`src/rtl/seg_xlate_pkg.sv`:
```
package seg_xlate_pkg;
  localparam int SEL_W      = 16;
  localparam int OFS_W      = 32;
  localparam int IDX_W      = 13;
  localparam int IDX_LSB    = 3;
  localparam int TI_BIT     = 2;
  localparam int RPL_W      = 2;
  localparam int NUM_TABLES = 2;

  typedef struct packed {
    logic [OFS_W-1:0] base;
    logic [OFS_W-1:0] limit;
  } seg_desc_t;

  typedef enum logic {
    ST_IDLE = 1'b0,
    ST_LOOK = 1'b1
  } xl_state_e;
endpackage

```
`src/rtl/seg_desc_table.sv`:
```
module seg_desc_table
  import seg_xlate_pkg::*;
#(
  parameter int DEPTH = 8,
  parameter int AW    = 3
) (
  input  logic            clk,
  input  logic            rst_n,
  input  logic            wr_en,
  input  logic [AW-1:0]   wr_addr,
  input  seg_desc_t       wr_desc,
  input  logic            rd_en,
  input  logic [AW-1:0]   rd_addr,
  output seg_desc_t       rd_desc
);
  seg_desc_t mem_q [DEPTH];
  seg_desc_t mem_d [DEPTH];
  seg_desc_t rd_q, rd_d;

  // next-state: array update
  always_comb begin
    for (int i = 0; i < DEPTH; i++) mem_d[i] = mem_q[i];
    if (wr_en && (int'(wr_addr) < DEPTH)) mem_d[wr_addr] = wr_desc;
  end

  // next-state: synchronous read port
  always_comb begin
    rd_d = rd_q;
    if (rd_en) begin
      if (int'(rd_addr) < DEPTH) rd_d = mem_q[rd_addr];
      else                       rd_d = '0;
    end
  end

  always_ff @(posedge clk or negedge rst_n) begin
    if (!rst_n) begin
      for (int i = 0; i < DEPTH; i++) mem_q[i] <= '0;
      rd_q <= '0;
    end else begin
      for (int i = 0; i < DEPTH; i++) mem_q[i] <= mem_d[i];
      rd_q <= rd_d;
    end
  end

  assign rd_desc = rd_q;
endmodule

```
`src/rtl/seg_xlate_ctrl.sv`:
```
module seg_xlate_ctrl
  import seg_xlate_pkg::*;
(
  input  logic clk,
  input  logic rst_n,
  input  logic req_valid,
  output logic req_ready,
  output logic accept,
  output logic result_en
);
  xl_state_e state_q, state_d;

  always_comb begin
    state_d = state_q;
    unique case (state_q)
      ST_IDLE: if (req_valid) state_d = ST_LOOK;
      ST_LOOK: state_d = ST_IDLE;
      default: state_d = ST_IDLE;
    endcase
  end

  always_ff @(posedge clk or negedge rst_n) begin
    if (!rst_n) state_q <= ST_IDLE;
    else        state_q <= state_d;
  end

  assign req_ready = (state_q == ST_IDLE);
  assign accept    = req_ready && req_valid;
  assign result_en = (state_q == ST_LOOK);
endmodule

```
`src/rtl/seg_xlate_calc.sv`:
```
module seg_xlate_calc
  import seg_xlate_pkg::*;
(
  input  seg_desc_t         desc,
  input  logic [OFS_W-1:0]  offset,
  input  logic              index_bad,
  output logic              fault,
  output logic [OFS_W-1:0]  linear
);
  logic over_limit;
  logic [OFS_W-1:0] sum;

  always_comb begin
    over_limit = offset > desc.limit;
    sum        = desc.base + offset;   // wraps modulo 2^OFS_W
    fault      = index_bad | over_limit;
    linear     = fault ? '0 : sum;
  end
endmodule

```
`src/rtl/seg_xlate.sv`:
```
module seg_xlate
  import seg_xlate_pkg::*;
#(
  parameter int DEPTH = 8,
  parameter int AW    = (DEPTH > 1) ? $clog2(DEPTH) : 1
) (
  input  logic              clk,
  input  logic              rst_n,
  input  logic              req_valid,
  output logic              req_ready,
  input  logic [SEL_W-1:0]  req_selector,
  input  logic [OFS_W-1:0]  req_offset,
  input  logic              wr_en,
  input  logic              wr_table,
  input  logic [AW-1:0]     wr_index,
  input  logic [OFS_W-1:0]  wr_base,
  input  logic [OFS_W-1:0]  wr_limit,
  output logic              rsp_done,
  output logic              rsp_fault,
  output logic [OFS_W-1:0]  rsp_linear,
  output logic [RPL_W-1:0]  rsp_rpl
);
  logic accept, result_en;

  // selector field split
  logic [IDX_W-1:0] sel_index;
  logic             sel_ti;
  logic [RPL_W-1:0] sel_rpl;
  logic             sel_bad;
  assign sel_index = req_selector[IDX_LSB +: IDX_W];
  assign sel_ti    = req_selector[TI_BIT];
  assign sel_rpl   = req_selector[RPL_W-1:0];
  assign sel_bad   = int'(sel_index) >= DEPTH;

  seg_xlate_ctrl u_ctrl (
    .clk       (clk),
    .rst_n     (rst_n),
    .req_valid (req_valid),
    .req_ready (req_ready),
    .accept    (accept),
    .result_en (result_en)
  );

  // descriptor tables: 0 global, 1 local
  seg_desc_t wr_desc;
  seg_desc_t rd_desc [NUM_TABLES];
  assign wr_desc = '{base: wr_base, limit: wr_limit};

  for (genvar t = 0; t < NUM_TABLES; t++) begin : g_tbl
    seg_desc_table #(.DEPTH(DEPTH), .AW(AW)) u_tbl (
      .clk     (clk),
      .rst_n   (rst_n),
      .wr_en   (wr_en && (wr_table == t[0])),
      .wr_addr (wr_index),
      .wr_desc (wr_desc),
      .rd_en   (accept),
      .rd_addr (sel_index[AW-1:0]),
      .rd_desc (rd_desc[t])
    );
  end

  // captured request fields
  logic [OFS_W-1:0] ofs_q, ofs_d;
  logic [RPL_W-1:0] rpl_q, rpl_d;
  logic             ti_q, ti_d;
  logic             bad_q, bad_d;

  always_comb begin
    ofs_d = ofs_q; rpl_d = rpl_q; ti_d = ti_q; bad_d = bad_q;
    if (accept) begin
      ofs_d = req_offset; rpl_d = sel_rpl; ti_d = sel_ti; bad_d = sel_bad;
    end
  end

  always_ff @(posedge clk or negedge rst_n) begin
    if (!rst_n) begin
      ofs_q <= '0; rpl_q <= '0; ti_q <= 1'b0; bad_q <= 1'b0;
    end else begin
      ofs_q <= ofs_d; rpl_q <= rpl_d; ti_q <= ti_d; bad_q <= bad_d;
    end
  end

  logic             calc_fault;
  logic [OFS_W-1:0] calc_linear;

  seg_xlate_calc u_calc (
    .desc      (rd_desc[ti_q]),
    .offset    (ofs_q),
    .index_bad (bad_q),
    .fault     (calc_fault),
    .linear    (calc_linear)
  );

  // result registers
  logic             done_q, done_d;
  logic             fault_q, fault_d;
  logic [OFS_W-1:0] lin_q, lin_d;
  logic [RPL_W-1:0] orpl_q, orpl_d;

  always_comb begin
    done_d  = result_en;
    fault_d = fault_q; lin_d = lin_q; orpl_d = orpl_q;
    if (result_en) begin
      fault_d = calc_fault; lin_d = calc_linear; orpl_d = rpl_q;
    end
  end

  always_ff @(posedge clk or negedge rst_n) begin
    if (!rst_n) begin
      done_q <= 1'b0; fault_q <= 1'b0; lin_q <= '0; orpl_q <= '0;
    end else begin
      done_q <= done_d; fault_q <= fault_d; lin_q <= lin_d; orpl_q <= orpl_d;
    end
  end

  assign rsp_done   = done_q;
  assign rsp_fault  = fault_q;
  assign rsp_linear = lin_q;
  assign rsp_rpl    = orpl_q;
endmodule

```
`config.mk`:
```
export PLATFORM = sky130hd
export DESIGN_NAME = seg_xlate
export DESIGN_NICKNAME = d
export VERILOG_FILES = /design/src/rtl/seg_xlate_pkg.sv /design/src/rtl/seg_desc_table.sv /design/src/rtl/seg_xlate_ctrl.sv /design/src/rtl/seg_xlate_calc.sv /design/src/rtl/seg_xlate.sv
export SDC_FILE = /design/constraint.sdc
export NUM_CORES = 2
export LEC_CHECK = 0
export BUFFER_PORTS_ARGS = -buffer_cell sky130_fd_sc_hd__buf_2
export CAP_MARGIN = 30
export CORE_MARGIN = 4
export CORE_UTILIZATION = 57
export CTS_CLUSTER_DIAMETER = 150
export DETAILED_ROUTE_END_ITERATION = 12
export PLACE_DENSITY = 0.8
export SLEW_MARGIN = 30
export SYNTH_ARGS = -nofsm -noshare
export SYNTH_HDL_FRONTEND = slang
export SYNTH_HIERARCHICAL = 1
export SYNTH_SLANG_ARGS = --single-unit
```
`constraint.sdc`:
```
create_clock -name clk -period 3.6 [get_ports clk]
set_input_delay 0.36 -clock clk [delete_from_list [all_inputs] [get_ports clk]]
set_output_delay 0.36 -clock clk [all_outputs]
set_load 0.01 [all_outputs]
```
== After elaboration in Yosys (flattened, before gate mapping) ==
Index checks and enable logic that the tools add are counted.
Operators by class
  div/mod/pow operators: 0
  mux-type cells: 16
  magnitude comparators: 6
  multiply operators: 0
  shift-type cells: 0
  add/subtract/negate cells: 1
  reductions and logical operators: 4
  bitwise operators: 6
  equal/unequal tests: 0
Operator list (number)
  bitwise mux 512 bit: 2
  two-way mux 64 bit: 8
  binary-select mux 64 bit (select 3 bit): 2
  demux 64 bit (select 3 bit): 1
  adder 32 bit: 1
  greater-than comparator 32 bit: 1
  two-way mux 32 bit: 1
  greater-or-equal comparator 13 x 4 -> 1 bit, second input constant: 1
  greater-or-equal comparator 4 bit, second input constant: 2
  inverter 3 -> 4 bit: 2
  logical AND 1 bit: 4
  < comparator 4 x 1 -> 1 bit, second input constant: 1
  greater-or-equal comparator 2 bit, second input constant: 1
  inverter 1 bit: 2
  inverter 1 -> 2 bit: 1
  case mux 1 bit (2 select lines): 1
  two-way mux 1 bit: 1
  bitwise OR 1 bit: 1
Storage, ports and cells
  bits in latches: 0
  memories kept: 0
  memory bits (read-only): 0
  bits in writable memories: 0
  register bits: 1225

== Depth between registers and ports, before layout ==
  depth in word-level cells: 7
  mapped depth: 14
  gate-level depth less buffers: 12

== Cells and area by module ==
Netlist, hierarchy kept.
By module, submodules not included
  seg_desc_table: cells an instance 1815, instances 2, area an instance 25808.5 sq um, seq. area each 14413.8 sq um
  seg_xlate: cells an instance 228, instances 1, area an instance 3463.3 sq um, seq. area each 1801.7 sq um
  seg_xlate_calc: cells an instance 383, instances 1, area an instance 2562.5 sq um, seq. area each 0.0 sq um
  seg_xlate_ctrl: cells an instance 3, instances 1, area an instance 35.0 sq um, seq. area each 25.0 sq um

== Worst setup path after synthesis ==
Ideal clock, no wire load.
  path kind: reg2reg
  from: reg ti_q
  to: reg lin_q[28] (netlist: rsp_linear[28])
  required time: 3.475 ns
  arrival time: 3.504 ns
  cell stages (with the launch flop): 15
  path buffers: 2
  clock period less this slack: 3.629 ns
  slack: -0.029 ns
  path through: dfrtp_1 buf_2 buf_4 mux2_2 ha_1 fa_1 a21oi_1 nor3b_2 o21ai_0 a21oi_2 o31a_1 o2111a_1 o21ai_0 mux2_2 mux2_2
Between the ends
  word-level cells in the longest chain between the ends: 7
  elaborated cells on any way between the ends: 8
RTL lines
  start: declaration: line seg_xlate.sv:65  | logic ti_q, ti_d;
  start signal: assignment: line seg_xlate.sv:77  | ofs_q <= '0; rpl_q <= '0; ti_q <= 1'b0; bad_q <= 1'b0;
  start signal: assignment: line seg_xlate.sv:79  | ofs_q <= ofs_d; rpl_q <= rpl_d; ti_q <= ti_d; bad_q <= bad_d;
  inverter 1 -> 2 bit (implied by the code) *: line seg_xlate.sv:87  | .desc (rd_desc[ti_q]),
  two-way mux 64 bit (implied by the code) * (3 in series): line seg_xlate.sv:87
  greater-than comparator 32 bit: line seg_xlate_calc.sv:14  | over_limit = offset > desc.limit;
  bitwise OR 1 bit: line seg_xlate_calc.sv:16  | fault = index_bad | over_limit;
  two-way mux 32 bit *: line seg_xlate_calc.sv:17  | linear = fault ? '0 : sum;
  named net calc_linear[28]: line seg_xlate.sv:84  | logic [OFS_W-1:0] calc_linear;
  end signal: assignment: line seg_xlate.sv:112  | done_q <= done_d; fault_q <= fault_d; lin_q <= lin_d; orpl_q <= orpl_d;
  end: declaration: line seg_xlate.sv:97  | logic [OFS_W-1:0] lin_q, lin_d;
Mark *: on every way through the listed nets, which the timed path passes. The rest lies on a longest branch. The select of a mux whose other input is x is not followed.
A chain may end at the register's enable or synchronous reset.

== Final worst setup path ==
Same ends and word-level chain as after synthesis.

==> run_results.csv <==
group,metric,value,unit
status,result_of_the_run,"finished, final reports clean",
worst_hold_path,min_from,"wr_limit[8]",
cts,cts.clk_slew.worst_paths,0.06,ns
synth,synth_nets,4428,
detailed_routing,total_number_of_vias,37310,
die,io_pins,157,
die,num_rows,116,
die,core_outline_area,100300,um2
cts,tritoncts,"done",
power_and_ir_drop,internal,29.11,mW
cts,worstSkewPairLatency,0.75,ns
timing,highest_clock_rate,283.8,MHz
detailed_routing,first_pass_iteration_count_of_the_detailed_router,6,
detailed_routing,first_iter_violations,3044,
worst_setup_path,r2r-start,"ti_q$_DFFE_PN0P_",
detailed_routing,wl,155.1,mm
placement,placed_cells_incl_taps,5581,
worst_setup_path,timing.critical_path.arrival,4.15,ns
worst_setup_path,timing.critical_path.required,4.22,ns
synth,number_of_enable_type_register_cells_in_the_synthesized_netlist,0,
final_layout,commonest_cells_after_routing_fill_and_taps_aside,"dfrtp_1, mux2_2, mux2i_1",
cts,cts_buffer_depth,3,
final_layout,layout.filler_cells,7261,
worst_setup_path,path_cells,"buf_12 > mux2_2 > ha_1 > a211oi_2 > nor2_1 > o41a_1 > a22o_1 > o31a_1 > o2111a_1 > o21ai_1 > mux2_2 > mux2_2",
timing,max_slew_margin,30.33,%
worst_setup_path,worstSetupPathType,"flop to flop",
detailed_routing,drt_drc,0,
power_and_ir_drop,power_density,615.1,nW/um2
final_layout,layout.nets,4581,
final_layout,final_cell_count_no_fill,5862,
synth,yosysWarnings,6,
worst_setup_path,ff2ff_path_depth,12,
power_and_ir_drop,psw,10.87,mW
worst_setup_path,crit_path_top_delay_cell,"dfrtp_4",
worst_hold_path,min_path_type,"primary input to flop",
power_and_ir_drop,power.share.sequential,46.6,%
worst_setup_path,crit_fanout,6,
power_and_ir_drop,pwr-share-comb,19.3,%
grt,grt_pass1_wl,238.4,mm
synth,yosysUniqueCellTypes,60,
final_layout,most_common_cell_after_layout_fill_and_taps_aside,"dfrtp_1",
worst_setup_path,endpoint_kind,"flop",
placement,detailedPlacementHpwl,90.21,mm
placement,gpl.final_weighted_congestion,0.8935,
final_layout,fin_area,65000,um2
timing,worst_slew_pin_slew,1.045,ns
synth,synthArstFlopShare,100.0,%
grt,grt-ovfl-total,0,
worst_setup_path,timing.critical_path.slowest_cell_delay,0.54,ns
cts,h_tree_depth_reported_by_cts,4,
worst_hold_path,worst_hold_path.endpoint,"g_tbl[0].u_tbl/mem_q[392]$_DFFE_PN0P_",
timing,setup_viol,0,
synth,synth.cell_area,57680,um2
die,floorplan_die_area,106300,um2
final_layout,layout-area-overhead-vs-synth,12.70,%
timing,grt_setup_unrepaired,"true",
worst_setup_path,timing.critical_path.from_type,"flop",
timing,timing.final.max_slew_violations,0,
synth,top_ff_cell_synth,"dfrtp_1",
detailed_routing,route.detailed.vias_per_inst,6.365,
detailed_routing,ant_nets,0,
power_and_ir_drop,total_leakage_power,29.92,nW
grt,antenna_found_initial,17,
synth,avgSynthCellArea,13.59,um2
placement,dpl_worst_slack,-0.1391,ns
grt,vias_in_the_first_global_route,38800,
timing,clock-skew-final,0.02623,ns
timing,minimum_hold_slack,0.05726,ns
power_and_ir_drop,power.clock.fraction,34.1,%
die,initial_core_utilization,57.51,%
placement,numPortBuffers,156,
cts,clockRootBuffer,"clkbuf_16",
worst_setup_path,rr_endpoint,"rsp_linear[28]$_DFFE_PN0P_",
die,dieWidth,326.1,um
synth,synth_cells,4244,
timing,final.period_utilization,97.88,%
die,die-height,326.1,um
detailed_routing,wl_per_cell,26.45,um
worst_setup_path,crit_start,"ti_q$_DFFE_PN0P_",
worst_setup_path,ff_to_ff_setup_slack,0.08,ns
final_layout,layout-drive-gt1-share,36.06,%
power_and_ir_drop,irDropWorstVdd,0.4769,mV
placement,post_dp_cell_area,60130,um2
timing,hold_viol_final,0,
synth,ys_seq_area_share,53.15,%
cts,cts_sinks,1225,
synth,synth_seq_cells,1225,
grt,global_route.usage.total,29.08,%
worst_hold_path,min_path_cells,2,
worst_setup_path,critical-path-top-cell-by-count,"mux2_2",
cts,total_cts_buffers,131,
timing,post-route-min-period,3.524,ns
grt,grt_start_max_net_pins,158,
power_and_ir_drop,netSwitchingFraction,27.19,%
timing,setup_slack,0.07639,ns
job,cap_violations,0,
critical path, delay by kind of cell (launching register included):
family / cells / cell delay (ns)
buffers and inverters: 1 / 0.15
DFF: 1 / 0.54
muxes: 3 / 0.94
AOI/OAI and AO/OA: 6 / 1.46
adders and majority gates: 1 / 0.21
and+or+nand+nor: 1 / 0.09
cell type report:
cell class	count	area, um2	share of cell area, %
Sequential cell	1225	30660	47.17
Multi-Input combinational cell	2678	25330	38.96
Clock buffer	191	3809	5.859
Timing Repair Buffer	320	2779	4.275
Tap cell	1357	1698	2.612
Clock inverter	43	558.0	0.8585
Inverter	41	153.9	0.2368
Antenna cell	7	17.52	0.02695
worst max path at each step:
stage                                 end  slack [ns]  cells after the start
2_1_floorplan  rsp_linear[28]$_DFFE_PN0P_        0.05                     14
6_report       rsp_linear[28]$_DFFE_PN0P_        0.08                     12
5_1_grt        rsp_linear[31]$_DFFE_PN0P_       -0.02                     12
3_3_place_gp   rsp_linear[31]$_DFFE_PN0P_       -0.11                     13
3_5_place_dp   rsp_linear[24]$_DFFE_PN0P_       -0.14                     13
4_1_cts        rsp_linear[31]$_DFFE_PN0P_       0.007                     12
timing repair:
action                                  4_1_cts  5_1_grt
endpoints found under the setup margin       15       12
resized for setup                             3       18
buffers inserted                              1        0
hold endpoints to repair                    215        0
pin swaps                                     0        2
hold buffers                                 39        0
cloned                                        0        0
stage by stage:
step | power (mW) | utilization, % | setup TNS [ns]
final | 39.99 | 64.81 | 0
after floorplan | 23.76 | - | 0
after global routing | 41.81 | 64.81 | -0.02738
after global placement | 25.90 | 59.94 | -0.2813
after CTS | 40.06 | 64.72 | 0
after detailed placement | 26.33 | 59.96 | -0.7360
cell usage after synthesis, drive strengths merged, types with 8 or more instances:
| master | number | area, um2 |
|---|---|---|
| a211o | 129 | 1130 |
| a21o | 14 | 105.1 |
| a21oi | 47 | 239.0 |
| a22oi | 128 | 960.9 |
| a41o | 128 | 1281 |
| buf | 185 | 1286 |
| clkbuf | 115 | 434.2 |
| dfrtp | 1225 | 30650 |
| ha | 63 | 788.3 |
| inv | 41 | 153.9 |
| mux2 | 1159 | 13050 |
| mux2i | 384 | 3844 |
| nand2 | 33 | 123.9 |
| nand3 | 143 | 715.7 |
| nand4 | 13 | 93.84 |
| nor2 | 37 | 138.9 |
| nor2b | 266 | 1664 |
| nor3 | 15 | 125.1 |
| nor3b | 8 | 65.06 |
| o21ai | 23 | 115.1 |
| xnor2 | 11 | 96.34 |
| xor2 | 10 | 87.58 |
kinds of logic (layout without fill, tap and decap cells):
| logic type | count (synthesis) | after routing | synth area share (%) |
|---|---|---|---|
| flip-flops | 1225 | 1225 | 53.15 |
| multiplexers | 1543 | 1543 | 29.29 |
| AND/OR/NAND/NOR | 545 | 545 | 5.443 |
| other | 0 | 7 | 0 |
| adder cells (fa/ha/maj) | 64 | 64 | 1.401 |
| XOR/XNOR | 21 | 21 | 0.3189 |
| AO/OA/AOI/OAI | 505 | 505 | 7.148 |
| buffers and inverters | 341 | 595 | 3.250 |
sequential cells by signal, summed over array words and instances, names as in the netlist:
register / cells
rsp_linear: 32
g_tbl.u_tbl/rd_desc: 128
bad_q: 1
u_ctrl/result_en: 1
rsp_fault: 1
g_tbl.u_tbl/mem_q: 1024
ofs_q: 32
rsp_rpl: 2
rsp_done: 1
rpl_q: 2
ti_q: 1
routing by layer:
| layer | vias up | GRT usage [%] | routed length (um) |
|---|---|---|---|
| met5 | - | 0 | 45 |
| met4 | 6 | 12.22 | 6662 |
| met3 | 387 | 6.055 | 11650 |
| met2 | 1402 | 46.53 | 72900 |
| met1 | 19520 | 38.87 | 63790 |
| li1 | 16000 | - | - |
power by group through the flow:
| stage | clock network [mW] | registers [mW] | logic [mW] |
|---|---|---|---|
| 2_1_floorplan | 0 | 18.0 | 5.73 |
| 3_3_place_gp | 0 | 18.6 | 7.27 |
| 3_5_place_dp | 0 | 18.8 | 7.54 |
| 4_1_cts | 13.8 | 18.6 | 7.66 |
| 5_1_grt | 14.4 | 18.9 | 8.49 |
| 6_report | 13.6 | 18.6 | 7.73 |
(Power assumes the default switching activity.)
